===== config.mk =====
export PLATFORM = sky130hd
export DESIGN_NAME = phy_pwrup_seq
export DESIGN_NICKNAME = d
export VERILOG_FILES = /design/src/rtl/pwrseq_pkg.sv /design/src/rtl/pwrseq_ctrl.sv /design/src/rtl/pwrseq_dp.sv /design/src/rtl/phy_pwrup_seq.sv
export SDC_FILE = /design/constraint.sdc
export NUM_CORES = 1
export LEC_CHECK = 0
export ABC_AREA = 1
export CAP_MARGIN = 30
export CORE_AREA = 4 4 80 82
export CTS_BUF_LIST = sky130_fd_sc_hd__clkbuf_16
export CTS_CLUSTER_DIAMETER = 80
export CTS_CLUSTER_SIZE = 20
export DETAILED_ROUTE_END_ITERATION = 10
export DIE_AREA = 0 0 84 86
export GPL_ROUTABILITY_DRIVEN = 0
export PLACE_DENSITY = 0.76
export SETUP_SLACK_MARGIN = 0.02
export SLEW_MARGIN = 20
export SYNTH_ARGS = -nofsm -noshare
export SYNTH_HDL_FRONTEND = slang
export SYNTH_SLANG_ARGS = --single-unit
export TNS_END_PERCENT = 100

===== constraint.sdc =====
create_clock -name clk -period 2.1 [get_ports clk]
set_input_delay 0.21 -clock clk [delete_from_list [all_inputs] [get_ports clk]]
set_output_delay 0.21 -clock clk [all_outputs]
set_load 0.01 [all_outputs]

===== src/rtl/pwrseq_pkg.sv =====
package pwrseq_pkg;

  typedef enum logic [1:0] {
    ST_IDLE     = 2'd0,
    ST_REG_WAIT = 2'd1,
    ST_PLL_WAIT = 2'd2
  } seqState_t;

  // strobes from the control FSM to the datapath
  typedef struct packed {
    logic startSeq;   // begin a new run
    logic pllOn;      // regulator stage finished
    logic linkOn;     // PLL stage finished
    logic regTo;      // regulator stage finished by running out of polls
    logic pllTo;      // PLL stage finished by running out of polls
    logic powerDown;  // drop every enable
    logic timerClr;   // restart poll timer and poll count
    logic counting;   // a wait stage is active
  } seqStrobe_t;

endpackage


===== src/rtl/pwrseq_ctrl.sv =====
module pwrseq_ctrl
  import pwrseq_pkg::*;
(
  input  logic       clk,
  input  logic       rst_n,
  input  logic       start_i,
  input  logic       pwr_down_i,
  input  logic       pollTick_i,
  input  logic       pollLast_i,
  input  logic       regRdy_i,
  input  logic       pllLock_i,
  output seqStrobe_t strobe_o,
  output logic       busy_o
);

  seqState_t state, stateNxt;
  seqStrobe_t stb;

  always_comb begin
    stateNxt      = state;
    stb           = '0;
    stb.powerDown = pwr_down_i;
    stb.counting  = (state != ST_IDLE);
    if (pwr_down_i) begin
      stateNxt = ST_IDLE;
    end else begin
      case (state)
        ST_IDLE: begin
          if (start_i) begin
            stb.startSeq = 1'b1;
            stb.timerClr = 1'b1;
            stateNxt     = ST_REG_WAIT;
          end
        end
        ST_REG_WAIT: begin
          if (pollTick_i && (regRdy_i || pollLast_i)) begin
            stb.pllOn    = 1'b1;
            stb.regTo    = !regRdy_i;
            stb.timerClr = 1'b1;
            stateNxt     = ST_PLL_WAIT;
          end
        end
        ST_PLL_WAIT: begin
          if (pollTick_i && (pllLock_i || pollLast_i)) begin
            stb.linkOn   = 1'b1;
            stb.pllTo    = !pllLock_i;
            stb.timerClr = 1'b1;
            stateNxt     = ST_IDLE;
          end
        end
        default: stateNxt = ST_IDLE;
      endcase
    end
  end

  always_ff @(posedge clk or negedge rst_n) begin
    if (!rst_n) state <= ST_IDLE;
    else        state <= stateNxt;
  end

  assign strobe_o = stb;
  assign busy_o   = (state != ST_IDLE);

  AST_START_IGNORED: assert property (@(posedge clk) disable iff (!rst_n)
    (state != ST_IDLE && start_i && !pwr_down_i && !pollTick_i) |=> (state == $past(state)));

  AST_PDOWN_IDLE: assert property (@(posedge clk) disable iff (!rst_n)
    pwr_down_i |=> (state == ST_IDLE));

endmodule


===== src/rtl/pwrseq_dp.sv =====
module pwrseq_dp
  import pwrseq_pkg::*;
#(
  parameter int STAT_W    = 16,
  parameter int REG_BIT   = 12,
  parameter int PLL_BIT   = 8,
  parameter int POLL_W    = 16,
  parameter int MAX_POLLS = 200
) (
  input  logic              clk,
  input  logic              rst_n,
  input  seqStrobe_t        strobe_i,
  input  logic [STAT_W-1:0] status_i,
  input  logic [POLL_W-1:0] pollCycles_i,
  output logic              pollTick_o,
  output logic              pollLast_o,
  output logic              regRdy_o,
  output logic              pllLock_o,
  output logic              regEn_o,
  output logic              bgEn_o,
  output logic              pllEn_o,
  output logic              linkEn_o,
  output logic              done_o,
  output logic              regTo_o,
  output logic              pllTo_o
);

  localparam int CNT_W = $clog2(MAX_POLLS + 1);
  localparam logic [CNT_W-1:0] LAST_POLL = CNT_W'(MAX_POLLS - 1);

  logic [POLL_W-1:0] timer, lastTick;
  logic [CNT_W-1:0]  polls;

  assign lastTick   = (pollCycles_i == '0) ? '0 : pollCycles_i - 1'b1;
  assign pollTick_o = strobe_i.counting && (timer == lastTick);
  assign pollLast_o = (polls == LAST_POLL);
  assign regRdy_o   = status_i[REG_BIT];
  assign pllLock_o  = status_i[PLL_BIT];

  // poll interval timer and poll counter
  always_ff @(posedge clk or negedge rst_n) begin
    if (!rst_n) begin
      timer <= '0;
      polls <= '0;
    end else if (!strobe_i.counting || strobe_i.timerClr) begin
      timer <= '0;
      polls <= '0;
    end else begin
      timer <= (timer == lastTick) ? '0 : timer + 1'b1;
      if (pollTick_o) polls <= polls + 1'b1;
    end
  end

  // enables and completion
  always_ff @(posedge clk or negedge rst_n) begin
    if (!rst_n) begin
      regEn_o  <= 1'b0;
      bgEn_o   <= 1'b0;
      pllEn_o  <= 1'b0;
      linkEn_o <= 1'b0;
      done_o   <= 1'b0;
    end else if (strobe_i.powerDown) begin
      regEn_o  <= 1'b0;
      bgEn_o   <= 1'b0;
      pllEn_o  <= 1'b0;
      linkEn_o <= 1'b0;
      done_o   <= 1'b0;
    end else begin
      if (strobe_i.startSeq) begin
        regEn_o <= 1'b1;
        bgEn_o  <= 1'b1;
        done_o  <= 1'b0;
      end
      if (strobe_i.pllOn) pllEn_o <= 1'b1;
      if (strobe_i.linkOn) begin
        linkEn_o <= 1'b1;
        done_o   <= 1'b1;
      end
    end
  end

  // sticky stage warnings, cleared only by a new start
  always_ff @(posedge clk or negedge rst_n) begin
    if (!rst_n) begin
      regTo_o <= 1'b0;
      pllTo_o <= 1'b0;
    end else if (strobe_i.startSeq) begin
      regTo_o <= 1'b0;
      pllTo_o <= 1'b0;
    end else begin
      if (strobe_i.regTo) regTo_o <= 1'b1;
      if (strobe_i.pllTo) pllTo_o <= 1'b1;
    end
  end

  AST_PLL_AFTER_REG: assert property (@(posedge clk) disable iff (!rst_n)
    $rose(pllEn_o) |-> (regEn_o && bgEn_o));

  AST_LINK_AFTER_PLL: assert property (@(posedge clk) disable iff (!rst_n)
    $rose(linkEn_o) |-> pllEn_o);

  AST_POLL_BOUND: assert property (@(posedge clk) disable iff (!rst_n)
    polls < CNT_W'(MAX_POLLS));

  AST_TICK_SPACING: assert property (@(posedge clk) disable iff (!rst_n)
    (pollTick_o && lastTick != '0 && !strobe_i.timerClr) |=> !pollTick_o);

  AST_DONE_HOLDS_ENABLES: assert property (@(posedge clk) disable iff (!rst_n)
    done_o |-> (regEn_o && pllEn_o && linkEn_o));

  AST_REGTO_WITH_PLL: assert property (@(posedge clk) disable iff (!rst_n)
    $rose(regTo_o) |-> pllEn_o);

endmodule


===== src/rtl/phy_pwrup_seq.sv =====
module phy_pwrup_seq
  import pwrseq_pkg::*;
#(
  parameter int STAT_W    = 16,
  parameter int REG_BIT   = 12,
  parameter int PLL_BIT   = 8,
  parameter int POLL_W    = 16,
  parameter int MAX_POLLS = 200
) (
  input  logic              clk,
  input  logic              rst_n,
  input  logic              start_i,
  input  logic              pwr_down_i,
  input  logic [POLL_W-1:0] poll_cycles_i,
  input  logic [STAT_W-1:0] status_i,
  output logic              reg_en_o,
  output logic              bg_en_o,
  output logic              pll_en_o,
  output logic              link_en_o,
  output logic              busy_o,
  output logic              done_o,
  output logic              reg_timeout_o,
  output logic              pll_timeout_o
);

  seqStrobe_t strobe;
  logic pollTick, pollLast, regRdy, pllLock;

  pwrseq_ctrl ctrl_i (
    .clk        (clk),
    .rst_n      (rst_n),
    .start_i    (start_i),
    .pwr_down_i (pwr_down_i),
    .pollTick_i (pollTick),
    .pollLast_i (pollLast),
    .regRdy_i   (regRdy),
    .pllLock_i  (pllLock),
    .strobe_o   (strobe),
    .busy_o     (busy_o)
  );

  pwrseq_dp #(
    .STAT_W    (STAT_W),
    .REG_BIT   (REG_BIT),
    .PLL_BIT   (PLL_BIT),
    .POLL_W    (POLL_W),
    .MAX_POLLS (MAX_POLLS)
  ) dp_i (
    .clk          (clk),
    .rst_n        (rst_n),
    .strobe_i     (strobe),
    .status_i     (status_i),
    .pollCycles_i (poll_cycles_i),
    .pollTick_o   (pollTick),
    .pollLast_o   (pollLast),
    .regRdy_o     (regRdy),
    .pllLock_o    (pllLock),
    .regEn_o      (reg_en_o),
    .bgEn_o       (bg_en_o),
    .pllEn_o      (pll_en_o),
    .linkEn_o     (link_en_o),
    .done_o       (done_o),
    .regTo_o      (reg_timeout_o),
    .pllTo_o      (pll_timeout_o)
  );

endmodule


==> out/qor.yml <==
place_hpwl_um: 5509
clkSinkCount: 32
utilization_pct: 74.54
syn_inst: 434
critPathMaxStageDelay_ps: 160
overflow: 0
finalPower_mw: 2.174
num_rows: 28
n_fill_cell: 407
final_nets: 582
dieArea_um2: 7224
placed_cell_area_um2: 3551
cts_buffers: 5
hp-class: "in2async"
synth.distinct_cells: 32
start_kind: "input pin"
synthTopCellsByArea: "dfrtp_1 (29%), nand2_1 (17%), nor2_1 (9.0%)"
area.growth.synth_to_final_pct: 55.95
crit_path_end_kind: "flip-flop"
antenna_found_initial: 0
max_slew.worst_pin.slew_ps: 416.2
postCtsHoldBufs: 0
wl_um: 8582
switchingPower_uw: 659.4
syn_area_per_cell_um2: 6.328
min_period_ps: 2220
grt_pass1_vias: 3221
regArea_um2: 800.8
syn_area_um2: 2746
drtIter0Drc: 220
clockBufferDepth: 2
outcome: "finished with violations"
setup_viol_count_final: 24
ant_nets: 0
critPathSlowestCell: "ha_4"
vias: 3336
start_util_pct: 47.80
crit_type: "in2reg"
rsz0062_at_grt: "true"
met3_usage_pct: 4.227
drc: 0
clk_pin_slew_worst_paths_ps: 60
fmax_ghz: 0.4504
track_usage_pct: 23.49
cp_num_cells: 21
power_frac_clock_pct: 37.5
h-tree-depth: 2
ys_ff_latch: 32
synth_top_area_share_pct: 29.16
power.leakage_nw: 2.000
clk_latency_ps: 280
fp.dieH_um: 86
maxSlewHeadroom_pct: 72.25
hold_violations: 0
critPathRequiredTime_ps: 2260
grt_pass1_wl_um: 13970
tns_ps: -2325
cts_root_buffer: "clkbuf_16"
crit_buf_inv: 6
cts_tree: "done"
violations: "negative setup slack"
slew_violations: 0
worst-r2r-cell-count: 13
vdd_drop_max_mv: 0.7631
grt_max_degree: 33
critical-path-top-delay-family: "simple AND/OR/NAND/NOR gates"
io_buffers: 29
io_pins: 44
dr.pass1.iters: 6
cp_max_fo: 9
layout_setup_ws_ps: -120.0
wl_per_cell_um: 13.86
top_usage_layer: "met2"
multi_input_area_um2: 2076
fp.dieW_um: 84
yosysWarnings: 0
synthArstFlopShare_pct: 100.0
cp.arrival_ps: 2380
insertedDiodeCount: 0
yosysSeqAreaShare_pct: 29.16
yosysTopAreaCell: "dfrtp_1"
worstPathCellList: "buf_6 -> clkinvlp_4 -> ha_4 -> nand2_4 -> nor2_4 -> nand2_4 -> buf_6 -> clkbuf_16 -> nand4_1 -> nand2_1 -> inv_1 -> nand2_1 -> nor2_1 -> nand2_1 -> nor2_4 -> nand4_4 -> nand3_2 -> nand2_2 -> nand2_4 -> buf_8 -> nor2_2"
syn_nets: 473
use_met2_pct: 43.82
vias_per_cell: 5.389
post-route-period-util_pct: 105.7
powerDensity_nw_per_um2: 507.6
stdcell_area_um2: 4283
synth_edf_count: 0
power_frac_seq_pct: 30.2
fin_skew_ps: 6.706
design.core.area_um2: 5746
ys.flop_type: "dfrtp_1"
grt.met1_usage_pct: 26.22
internal_power_mw: 1.515
max-cap-violations: 0
swShare_pct: 30.33
drive_above_1_share_pct: 40.26
p_comb_share_pct: 32.3
-- power by group through the flow --
stage / clock [mW] / sequential [mW] / combinational (mW)
after floorplan: 0 / 0.668 / 0.301
after CTS: 0.831 / 0.656 / 0.662
after global routing: 0.859 / 0.661 / 0.758
final: 0.816 / 0.656 / 0.702
after global placement: 0 / 0.664 / 0.519
after detailed placement: 0 / 0.666 / 0.529
-- state kept, by name (all words and copies together) (netlist names) --
name / count
dp_i.pllEn_o: 1
dp_i.linkEn_o: 1
dp_i.pllTo_o: 1
ctrl_i.state: 2
dp_i.polls: 8
dp_i.regTo_o: 1
dp_i.done_o: 1
dp_i.timer: 16
dp_i.regEn_o: 1
-- repair_timing --
action / CTS / global route
setup buffers: 13 / 6
cloned: 2 / 1
pin swaps: 53 / 35
endpoints found under the setup margin: 31 / 31
gates resized for setup: 150 / 28
-- worst reg2reg max path, cell delays in order, from the launching register on --
cell and delay (ps):
dfrtp_1 400, ha_1 230, inv_1 120, nor4_1 70, nand4_1 80, inv_1 50, nor2_1 220, inv_1 150
nand4_4 120, nand3_2 80, nand2_2 100, nand2_4 110, buf_8 180, nor2_2 100
-- synthesized netlist by cell type (2+ instances only) --
library cell	instances
nor4_1	2
nand2_1	127
nand4_1	22
o21ai_0	8
ha_1	3
buf_6	2
nand3_1	45
nand4_2	2
a21oi_1	4
xor2_1	10
and2_1	2
o21bai_1	3
nand3_2	3
nand2_2	5
buf_4	2
nand3b_1	3
nor3_1	2
dfrtp_1	32
inv_1	52
nor2_1	66
buf_8	2
nor2_2	26
nor2_4	2
-- cell families (layout without fill, tap and decap cells) --
group	count (synthesis)	in the layout	synth area share (%)
AOI/OAI and AO/OA	17	17	3.462
buffers and inverters	61	171	10.02
adders and majority gates	3	3	1.367
and+or+nand+nor	310	310	52.48
DFF	32	32	29.16
xor gates and xnor gates	11	11	3.508
-- final timing paths --
| kind | start | end | slack, ps |
|---|---|---|---|
| min | rst_n | dp_i.timer[1] | 330 |
| max | poll_cycles_i[0] | dp_i.polls[2] | -120 |
| max reg2reg | dp_i.polls[0] | dp_i.polls[2] | 30 |
| min reg2reg | dp_i.pllTo_o | dp_i.pllTo_o | 510 |
| max in group asynchronous | rst_n | dp_i.regTo_o | 1460 |
| min in group clk | dp_i.pllTo_o | dp_i.pllTo_o | 510 |
-- layout by cell type (no fill, tap or decap), types with 3 or more instances in the layout --
master           count
nand3_1             32
buf_6                8
nand2_2             25
nand2_4              4
buf_2               12
buf_4               69
nand3_4              3
o21ai_0              7
nand3_2             13
xor2_1               7
clkdlybuf4s50_1     13
inv_1               50
a21oi_1              4
nor2_1              39
buf_12               3
nor2_4              23
nor2_2              32
xor2_2               3
nand3b_1             3
nand2_1            104
nand4_1             22
clkbuf_16            6
dfrtp_1             32
-- cell type report --
cell class | count | share of cell area, %
multi-input combinational | 341 | 48.47
timing repair buffer | 110 | 22.00
sequential | 32 | 18.70
inverter | 53 | 4.733
clock buffer | 5 | 2.921
tap | 75 | 2.191
clock inverter | 3 | 0.9933
-- routing by layer --
layer | vias to the layer above | routed length [um]
met1 | 1541 | 3319
met4 | 0 | 348
met5 | - | 0
li1 | 1601 | -
met2 | 150 | 4445
met3 | 44 | 469
-- per-stage QoR --
stage / instances / hold slack [ps] / setup slack (ps)
3_3_place_gp: 590 / 471.1 / -679.7
4_1_cts: 613 / 341.3 / -5.938
3_5_place_dp: 590 / 495.8 / -772.4
2_1_floorplan: 434 / -85.59 / 23.63
5_1_grt: 619 / 390.3 / -237.4
6_report: 619 / 328.9 / -120.0
No activity file was read; power rests on OpenSTA's default activity.
